**src/rtl/tpc_pkg.sv**
```systemverilog
package tpc_pkg;
  localparam int BYTE_W = 8;
  localparam int BAND_N = 4;
  localparam logic [2:0] MODE_NARROW = 3'd1;
  localparam logic [2:0] MODE_EXTREF = 3'd4;
  typedef enum logic [2:0] {
    L_IDLE, L_ADDR, L_AACK, L_WDAT, L_WACK, L_RDAT, L_RACK, L_SKIP
  } link_st_t;
endpackage

```
**src/rtl/tpc_pin_sync.sv**
```systemverilog
module tpc_pin_sync #(
  parameter int STAGES = 2
) (
  input  logic clk,
  input  logic rst,
  input  logic scl_i,
  input  logic sda_i,
  output logic sda_lvl,
  output logic scl_rise,
  output logic scl_fall,
  output logic start_det,
  output logic stop_det
);
  logic [STAGES-1:0] scl_pipe, sda_pipe;
  logic scl_d, sda_d, scl_hi;

  always_ff @(posedge clk) begin
    if (rst) begin
      scl_pipe <= '1;
      sda_pipe <= '1;
      scl_d    <= 1'b1;
      sda_d    <= 1'b1;
    end else begin
      scl_pipe <= {scl_pipe[STAGES-2:0], scl_i};
      sda_pipe <= {sda_pipe[STAGES-2:0], sda_i};
      scl_d    <= scl_pipe[STAGES-1];
      sda_d    <= sda_pipe[STAGES-1];
    end
  end

  assign scl_hi    = scl_pipe[STAGES-1];
  assign sda_lvl   = sda_pipe[STAGES-1];
  assign scl_rise  = scl_hi & ~scl_d;
  assign scl_fall  = ~scl_hi & scl_d;
  assign start_det = scl_hi & scl_d & sda_d & ~sda_lvl;
  assign stop_det  = scl_hi & scl_d & ~sda_d & sda_lvl;
endmodule

```
**src/rtl/tpc_link.sv**
```systemverilog
module tpc_link import tpc_pkg::*; #(
  parameter logic [BYTE_W-4:0] ADDR_HI = 5'b11000
) (
  input  logic              clk,
  input  logic              rst,
  input  logic              scl_rise,
  input  logic              scl_fall,
  input  logic              start_det,
  input  logic              stop_det,
  input  logic              sda_lvl,
  input  logic [1:0]        addr_sel,
  input  logic [BYTE_W-1:0] status_byte,
  output logic              sda_oe,
  output logic              wr_stb,
  output logic [BYTE_W-1:0] wr_byte,
  output logic              frm_start,
  output logic              rd_done
);
  localparam int CNT_W = $clog2(BYTE_W + 1);
  localparam logic [CNT_W-1:0] FULL = CNT_W'(BYTE_W);
  localparam logic [CNT_W-1:0] LAST = CNT_W'(BYTE_W - 1);

  link_st_t          st;
  logic [CNT_W-1:0]  cnt;
  logic [BYTE_W-1:0] sh;
  logic              mack;

  always_ff @(posedge clk) begin
    wr_stb    <= 1'b0;
    rd_done   <= 1'b0;
    frm_start <= 1'b0;
    if (rst) begin
      st      <= L_IDLE;
      cnt     <= '0;
      sh      <= '0;
      sda_oe  <= 1'b0;
      mack    <= 1'b0;
      wr_byte <= '0;
    end else if (start_det) begin
      st        <= L_ADDR;
      cnt       <= '0;
      sda_oe    <= 1'b0;
      frm_start <= 1'b1;
    end else if (stop_det) begin
      st     <= L_IDLE;
      sda_oe <= 1'b0;
    end else begin
      case (st)
        L_ADDR, L_WDAT: begin
          if (scl_rise && cnt != FULL) begin
            sh  <= {sh[BYTE_W-2:0], sda_lvl};
            cnt <= cnt + 1'b1;
          end else if (scl_fall && cnt == FULL) begin
            if (st == L_WDAT) begin
              sda_oe <= 1'b1;
              st     <= L_WACK;
            end else if (sh[BYTE_W-1:1] == {ADDR_HI, addr_sel}) begin
              sda_oe <= 1'b1;
              st     <= L_AACK;
            end else begin
              st <= L_SKIP;
            end
          end
        end
        L_AACK: if (scl_fall) begin
          cnt <= '0;
          if (sh[0]) begin
            sh     <= status_byte;
            sda_oe <= ~status_byte[BYTE_W-1];
            st     <= L_RDAT;
          end else begin
            sda_oe <= 1'b0;
            st     <= L_WDAT;
          end
        end
        L_WACK: if (scl_fall) begin
          sda_oe  <= 1'b0;
          wr_stb  <= 1'b1;
          wr_byte <= sh;
          cnt     <= '0;
          st      <= L_WDAT;
        end
        L_RDAT: if (scl_fall) begin
          if (cnt == LAST) begin
            sda_oe <= 1'b0;
            st     <= L_RACK;
          end else begin
            sh     <= {sh[BYTE_W-2:0], 1'b0};
            sda_oe <= ~sh[BYTE_W-2];
            cnt    <= cnt + 1'b1;
          end
        end
        L_RACK: begin
          if (scl_rise) begin
            mack <= ~sda_lvl;
          end else if (scl_fall) begin
            rd_done <= 1'b1;
            cnt     <= '0;
            if (mack) begin
              sh     <= status_byte;
              sda_oe <= ~status_byte[BYTE_W-1];
              st     <= L_RDAT;
            end else begin
              st <= L_SKIP;
            end
          end
        end
        default: ;
      endcase
    end
  end
endmodule

```
**src/rtl/tpc_regs.sv**
```systemverilog
module tpc_regs import tpc_pkg::*; #(
  parameter int MAIN_W    = 10,
  parameter int SWAL_W    = 5,
  parameter bit BAND_SWAP = 1'b0
) (
  input  logic              clk,
  input  logic              rst,
  input  logic              wr_stb,
  input  logic [BYTE_W-1:0] wr_byte,
  input  logic              frm_start,
  input  logic              rd_done,
  input  logic              lock_i,
  input  logic [2:0]        div_mode_i,
  output logic [BYTE_W-1:0] status_byte,
  output logic [MAIN_W-1:0] main_div_o,
  output logic [SWAL_W-1:0] swallow_o,
  output logic              cp_hi_o,
  output logic              test_o,
  output logic              cp_off_o,
  output logic              vout_off_o,
  output logic [1:0]        ref_sel_o,
  output logic [BAND_N-1:0] band_o
);
  localparam int LO_W = BYTE_W - SWAL_W;
  localparam int HI_W = MAIN_W - LO_W;

  logic              second_q, band_next_q, pr_q;
  logic [HI_W-1:0]   hi_bits;
  logic [BAND_N-1:0] band_dec;

  always_comb begin
    hi_bits = wr_byte[HI_W-1:0];
    if (div_mode_i == MODE_NARROW) hi_bits[HI_W-1] = 1'b0;
  end

  generate
    if (BAND_SWAP) begin : g_swap
      assign band_dec = {wr_byte[3], wr_byte[2], wr_byte[1], wr_byte[0]};
    end else begin : g_std
      assign band_dec = {wr_byte[2], wr_byte[3], wr_byte[1], wr_byte[0]};
    end
  endgenerate

  assign status_byte = {1'b1, pr_q, lock_i, 5'b11100};

  always_ff @(posedge clk) begin
    if (rst) begin
      second_q    <= 1'b0;
      band_next_q <= 1'b0;
      pr_q        <= 1'b1;
      main_div_o  <= '0;
      swallow_o   <= '0;
      cp_hi_o     <= 1'b0;
      test_o      <= 1'b0;
      cp_off_o    <= 1'b0;
      vout_off_o  <= 1'b0;
      ref_sel_o   <= '0;
      band_o      <= '0;
    end else begin
      if (frm_start) second_q <= 1'b0;
      if (rd_done) pr_q <= 1'b0;
      if (wr_stb) begin
        if (!second_q) begin
          second_q    <= 1'b1;
          band_next_q <= wr_byte[BYTE_W-1];
          if (wr_byte[BYTE_W-1]) begin
            cp_hi_o    <= wr_byte[6];
            test_o     <= wr_byte[5];
            cp_off_o   <= wr_byte[4];
            vout_off_o <= wr_byte[0];
            if (div_mode_i == MODE_EXTREF) ref_sel_o <= wr_byte[2:1];
          end else begin
            main_div_o[MAIN_W-1:LO_W] <= hi_bits;
          end
        end else begin
          second_q <= 1'b0;
          if (band_next_q) band_o <= band_dec;
          else {main_div_o[LO_W-1:0], swallow_o} <= wr_byte;
        end
      end
    end
  end
endmodule

```
**src/rtl/tuner_pll_ctl.sv**
```systemverilog
module tuner_pll_ctl import tpc_pkg::*; #(
  parameter int MAIN_W      = 10,
  parameter int SWAL_W      = 5,
  parameter int SYNC_STAGES = 2,
  parameter bit BAND_SWAP   = 1'b0
) (
  input  logic              clk,
  input  logic              rst,
  input  logic              scl_i,
  input  logic              sda_i,
  output logic              sda_oe_o,
  input  logic [1:0]        addr_sel_i,
  input  logic [2:0]        div_mode_i,
  input  logic              lock_i,
  output logic [MAIN_W-1:0] main_div_o,
  output logic [SWAL_W-1:0] swallow_o,
  output logic              cp_hi_o,
  output logic              test_o,
  output logic              cp_off_o,
  output logic              vout_off_o,
  output logic [1:0]        ref_sel_o,
  output logic [BAND_N-1:0] band_o
);
  logic sda_lvl, scl_rise, scl_fall, start_det, stop_det;
  logic wr_stb, frm_start, rd_done;
  logic [BYTE_W-1:0] wr_byte, status_byte;

  tpc_pin_sync #(.STAGES(SYNC_STAGES)) u_sync (
    .clk(clk), .rst(rst), .scl_i(scl_i), .sda_i(sda_i), .sda_lvl(sda_lvl),
    .scl_rise(scl_rise), .scl_fall(scl_fall), .start_det(start_det), .stop_det(stop_det)
  );

  tpc_link u_link (
    .clk(clk), .rst(rst), .scl_rise(scl_rise), .scl_fall(scl_fall),
    .start_det(start_det), .stop_det(stop_det), .sda_lvl(sda_lvl),
    .addr_sel(addr_sel_i), .status_byte(status_byte), .sda_oe(sda_oe_o),
    .wr_stb(wr_stb), .wr_byte(wr_byte), .frm_start(frm_start), .rd_done(rd_done)
  );

  tpc_regs #(.MAIN_W(MAIN_W), .SWAL_W(SWAL_W), .BAND_SWAP(BAND_SWAP)) u_regs (
    .clk(clk), .rst(rst), .wr_stb(wr_stb), .wr_byte(wr_byte), .frm_start(frm_start),
    .rd_done(rd_done), .lock_i(lock_i), .div_mode_i(div_mode_i), .status_byte(status_byte),
    .main_div_o(main_div_o), .swallow_o(swallow_o), .cp_hi_o(cp_hi_o), .test_o(test_o),
    .cp_off_o(cp_off_o), .vout_off_o(vout_off_o), .ref_sel_o(ref_sel_o), .band_o(band_o)
  );
endmodule

```
**config.mk**
```make
export PLATFORM = sky130hd
export DESIGN_NAME = tuner_pll_ctl
export DESIGN_NICKNAME = d
export VERILOG_FILES = /design/src/rtl/tpc_pkg.sv /design/src/rtl/tpc_pin_sync.sv /design/src/rtl/tpc_link.sv /design/src/rtl/tpc_regs.sv /design/src/rtl/tuner_pll_ctl.sv
export SDC_FILE = /design/constraint.sdc
export NUM_CORES = 1
export LEC_CHECK = 0
export BUFFER_PORTS_ARGS = -buffer_cell sky130_fd_sc_hd__buf_2
export CAP_MARGIN = 0
export CORE_UTILIZATION = 63
export CTS_BUF_LIST = sky130_fd_sc_hd__clkbuf_4
export DETAILED_ROUTE_END_ITERATION = 16
export HOLD_SLACK_MARGIN = 0.05
export PLACE_DENSITY = 0.95
export SYNTH_ARGS = -nofsm -noshare
export SYNTH_HDL_FRONTEND = slang
export SYNTH_SLANG_ARGS = --single-unit
```
**constraint.sdc**
```tcl
create_clock -name clk -period 4.4 [get_ports clk]
set_clock_uncertainty 0.2 [all_clocks]
set_input_delay 0.66 -clock clk [delete_from_list [all_inputs] [get_ports clk]]
set_output_delay 0.66 -clock clk [all_outputs]
set_load 0.02 [all_outputs]
```
-- Word level (Yosys, flattened, before mapping)
Cells that the tools add are included.
- flip-flop bits (word level): 62
- bits of input ports: 10
- output and inout bits: 26
- logic and storage cells: 155
- add/sub/neg operators: 1
- equality and inequality tests: 34
- muxes and demuxes: 47
- bitwise logic cells: 19
- reduce and logical (&&, ||, !) cells: 27
- operators by type and width (cell ; number):
    $mux 8 ; 8
    $mux 3 ; 11
    $pmux 8 s4 ; 1
    $reduce_and 9->1 ; 3
    $ne 4x3->1 const B ; 6
    $mux 4 ; 5
    $ne 2x1->1 const B ; 10
    $mux 1 ; 18
    $pmux 4 s4 ; 1
    $pmux 3 s5 ; 1
    $eq 3x3->1 const B ; 4
    $ne 4x4->1 const B ; 3
    $not 1->1 ; 12
    $reduce_and 3->1 ; 4
    $reduce_and 4->1 ; 3
    $reduce_and 11->1 ; 1
    $reduce_and 10->1 ; 1
    $reduce_bool 4->1 ; 2
    $and 1x1->1 ; 7
    $eq 7x7->1 ; 1
    $reduce_bool 7->1 ; 1
    $eq 3x1->1 const B ; 2
    $eq 3x2->1 const B ; 2
    $ne 2x2->1 const B ; 3
    15 further kinds ; 18

-- Depth between registers and ports, before layout
- depth after elaboration: 8
- depth in mapped cells: 8
- depth with buffers taken out: 7

-- Cells and area by module
A second synthesis with hierarchy kept.
- cells, all modules: 320
- area total of the unflattened synthesis: 2916.5 µm²
- modules (own cells, without submodules) (module ; times used ; cells an instance ; area an instance (µm²) ; sequential area each (µm²)):
    tpc_link ; 1 ; 194 ; 1590.3 ; 560.5
    tpc_regs ; 1 ; 110 ; 1136.1 ; 560.5
    tpc_pin_sync ; 1 ; 16 ; 190.2 ; 120.1

-- Least setup slack after synthesis
Ideal clock, no wire load.
- path kind: register -> register
- start: register u_link.cnt[0]
- end: register u_link.cnt[1]
- setup time: 0.066 ns
- arrival time: 1.980 ns
- required time: 4.134 ns
- slack: 2.154 ns
- stages on the path, launching flop included: 9
- buffers on the path: 1
- clock period less this slack: 2.246 ns
- path through: dfxtp_1 > inv_1 > ha_1 > and3b_4 > o32a_1 > a211o_1 > buf_6 > or3_1 > a21oi_2
- longest elaborated chain between the ends: 4
- elaborated cells on any way between the ends: 11
- classes of those cells: add/sub (1); eq/ne (4); mux (4); reduce/logical (2)
- ends and longest elaborated chain (item ; RTL line ; RTL):
    start, declared ; tpc_link.sv:24 ; logic [CNT_W-1:0] cnt;
    start signal, assigned ; tpc_link.sv:52 ; cnt <= cnt + 1'b1;
    start signal, assigned ; tpc_link.sv:90 ; cnt <= cnt + 1'b1;
    $add 4x1->4 or $ne 4x4->1 (tied branches) ; tpc_link.sv:52, tpc_link.sv:90, tpc_link.sv:50 ;
    $mux 4 or $logic_and 1x1->1 (tied branches) ; tpc_link.sv:84, tpc_link.sv:50 ;
    $mux 4 or $ne 2x1->1 (tied branches) ; n/a ;
    $pmux 4 s4 or $reduce_and 6->1 (tied branches) ; n/a ;
Parallel ways exist; a longest one is shown, timed or not. The select of a mux whose other input is x is not followed.
A chain may end at the register's enable or synchronous reset.

-- Final worst setup path
Same ends and word-level chain as after synthesis.

==> results by group <==
Timing
  – Slew @ Worst Pin: 0.908 ns
  – Final worst path period share: 54.2%
  – Final worst setup slack: 2.01 ns
  – Sum Neg Setup Slack: 0 ns
  – Final Critical Period: 2.39 ns
  – F_max: 419 MHz
  – Worst relative slew slack: 39.3%
  – Final setup vio count: 0
  – Unrepaired setup endpoints after global routing: false
  – Slew Viols, Final: 0
  – Final Hold Fails: 0
  – Hold WS: 0.220 ns

CTS
  – CTS sink count: 62
  – CTS buffer count: 9
  – Clock buffer depth: 2
  – Clk_lat worst skew: 0.40 ns
  – CTS tree: done
  – Post-CTS Setup Inserts: 0
  – CTS H-tree depth: 3
  – Root buffer cell: clkbuf_4
  – Reg clk slew, reported paths: 0.10 ns
  – Hold_buf cts: 0
  – Post-CTS Resized: 0

Synth
  – Average size of a mapped cell: 8.86 um^2
  – Ys async rst share: 0%
  – Post-synth EDFFs: 0
  – Mapped Nets: 309
  – Flip-flop and latch count after synthesis: 62
  – Post-Syn Instances: 297
  – Sequential fraction of the synthesis area: 47.2%
  – Yosys cell types: 43
  – Post-synth top cells: dfxtp_1, nor2_1, mux2i_1
  – Main synth FF type: dfxtp_1
  – Synth top area share: 47.2%
  – Most area-consuming cells after synthesis: dfxtp_1, mux2i_1, nor2_1
  – Most common cell in the netlist: dfxtp_1
  – Synth warn: 0
  – Yosys top cell by area: dfxtp_1
  – Synthesized cell area: 2630 um^2

Layout
  – Multi-input gate area: 1280 um^2
  – Final design area excluding fillers: 2960 um^2
  – Share of layout cells above drive strength 1: 18.1%
  – Area grow syn2layout: 12.6%
  – Layout fillers: 306
  – Post-layout nets: 340
  – Sequential cell area: 1240 um^2
  – Antenna Diode Count: 0

Critical path
  – Critical path class: register to register
  – Worst path depth: 7
  – Delay-heaviest family, CP: compound AO/OA/AOI/OAI gates
  – Startpoint Class: register
  – FF-to-FF path depth: 7
  – Crit path max fanout: 10
  – R2R Setup Slk: 2.01 ns
  – RR Startpoint: u_link.cnt[0]$_SDFFE_PP0P_
  – CP arrival: 2.52 ns
  – Worst Setup EP: u_link.cnt[1]$_SDFFE_PP0P_
  – Critical Path RT: 4.54 ns
  – CP peak stage delay: 0.41 ns
  – Worst r2r dst: u_link.cnt[1]$_SDFFE_PP0P_
  – Slowest stage cell, crit path: a211o_1
  – Setup crit end kind: register
  – Critical path, cell by cell: inv_1 > ha_1 > and3b_4 > o32a_1 > a211o_1 > or3_1 > a21oi_2
  – Worst Path Buf+Inv: 1
  – Setup crit start: u_link.cnt[0]$_SDFFE_PP0P_

Route
  – Routed len/inst: 15.7 um
  – Vias per cell: 5.99
  – Initial detailed-routing violation count: 163
  – Via count: 2282
  – Antenna Nets Post-Route: 0
  – Initial DRT Pass Iterations: 4
  – Residual DRC: 0
  – Final WL: 5970 um

Floorplanning
  – Starting Density: 65.7%
  – Cell Rows: 23
  – Die width: 66.6 um
  – Core footprint: 4000 um^2
  – Die height: 66.6 um
  – IO Pins: 36
  – Die area: 4440 um^2

GRT
  – Antenna violations before repair: 0
  – Grt ovf: 0
  – First-pass GRT wire length: 9890 um
  – Largest net degree at the start of global routing: 55
  – Total track usage: 30.1%
  – Vias in the first global route: 2171

Min path
  – Hold Crit Class: register to register

Outcome
  – Outcome: finished, final reports clean

Power and ir drop
  – Leak pwr: 0.00128 uW
  – Power density cells: 367 nW/um^2
  – Peak VDD IR: 0.000303 V
  – Total power: 1090 uW

Place
  – Post-DP HPWL: 4160 um
  – Port Buf Inserts: 35
  – Placement Setup Slack: 2.04 ns
  – Placed Instance Area: 2790 um^2
  – Routability cong.: 0.971

Flow run
  – Max_cap viols: 0
## cell type report
class                   instances  share of cell area, %
clock inverters                 5                   3.38
well taps                      50                   2.11
clock buffers                   9                   2.28
repair buffers                 35                   5.91
multi-input cells             212                   43.4
inverters                       8                   1.01
flip-flops and latches         62                   41.9
## routing by layer
layer | global-route usage [%] | vias to the layer above | wire length, um
met2 | 50.4 | 91 | 2980
met4 | 16.8 | 0 | 146
li1 | - | 1105 | -
met3 | 7.19 | 19 | 328
met5 | 0 | - | 0
met1 | 34.9 | 1067 | 2510
## layout by cell type (no fill, tap or decap), drive strengths merged, types with 3 or more instances in the layout
cell     n
nor3    15
buf     35
a21oi   27
inv      8
bufinv   3
nand2b   5
nand3    6
dfxtp   62
nor2b    3
xnor2    4
nand3b   3
nor2    46
a31oi    3
or3      4
a211oi   3
clkbuf   9
nand2   20
or2      6
mux2i   28
o21ai   12
## flip-flops by register name, indices dropped and copies added (netlist names), 2 cells and up
signal	count
u_link.st	3
u_sync.scl_pipe	2
u_regs.ref_sel_o	2
u_link.sh	8
u_regs.swallow_o	5
u_link.wr_byte	8
u_regs.band_o	4
u_sync.sda_pipe	2
u_link.cnt	4
u_regs.main_div_o	10
## through the flow
step | instances | utilization (%)
2_1_floorplan | 297 | -
3_3_place_gp | 367 | 69.8
3_5_place_dp | 367 | 69.8
4_1_cts | 381 | 74.0
5_1_grt | 381 | 74.0
6_report | 381 | 74.0
## worst register-to-register path, stage by stage (launching register included)
cell and delay (ns):
dfxtp_1 0.39, inv_1 0.07, ha_1 0.20, and3b_4 0.20, o32a_1 0.36, a211o_1 0.41, or3_1 0.36, a21oi_2 0.13
## worst min-delay path by stage
| stage | from | cells after the start | to | slack [ns] |
|---|---|---|---|---|
| global route | scl_i | 2 | u_sync.scl_pipe[0]$_SDFF_PP1_ | 0.23 |
| CTS | u_sync.scl_pipe[0]$_SDFF_PP1_ | 1 | u_sync.scl_pipe[1]$_SDFF_PP1_ | 0.22 |
| floorplan | u_link.rd_done$_SDFF_PP0_ | 1 | u_regs.pr_q$_SDFFE_PP1P_ | 0.19 |
| finish | u_sync.scl_pipe[0]$_SDFF_PP1_ | 1 | u_sync.scl_pipe[1]$_SDFF_PP1_ | 0.22 |
| global placement | u_sync.sda_pipe[0]$_SDFF_PP1_ | 1 | u_sync.sda_pipe[1]$_SDFF_PP1_ | 0.19 |
| detailed placement | u_sync.scl_pipe[0]$_SDFF_PP1_ | 1 | u_sync.scl_pipe[1]$_SDFF_PP1_ | 0.20 |
## kinds of logic after synthesis
| kind of cell | share of synthesized area, % |
|---|---|
| flip-flops | 47.2 |
| XOR/XNOR | 1.33 |
| multiplexers | 10.7 |
| adder cells (fa/ha/maj) | 0.951 |
| AO/OA/AOI/OAI | 13.6 |
| buffers and inverters | 3.95 |
| AND/OR/NAND/NOR | 22.4 |
## report_power, final
| group | switching (uW) | total, uW | leakage [uW] | internal, uW |
|---|---|---|---|---|
| Combinational | 22.9 | 37.0 | 0.000688 | 14.1 |
| Sequential | 7.19 | 572 | 0.000501 | 565 |
| Clock | 197 | 477 | 0.0000916 | 280 |
No activity file was read; power rests on OpenSTA's default activity.
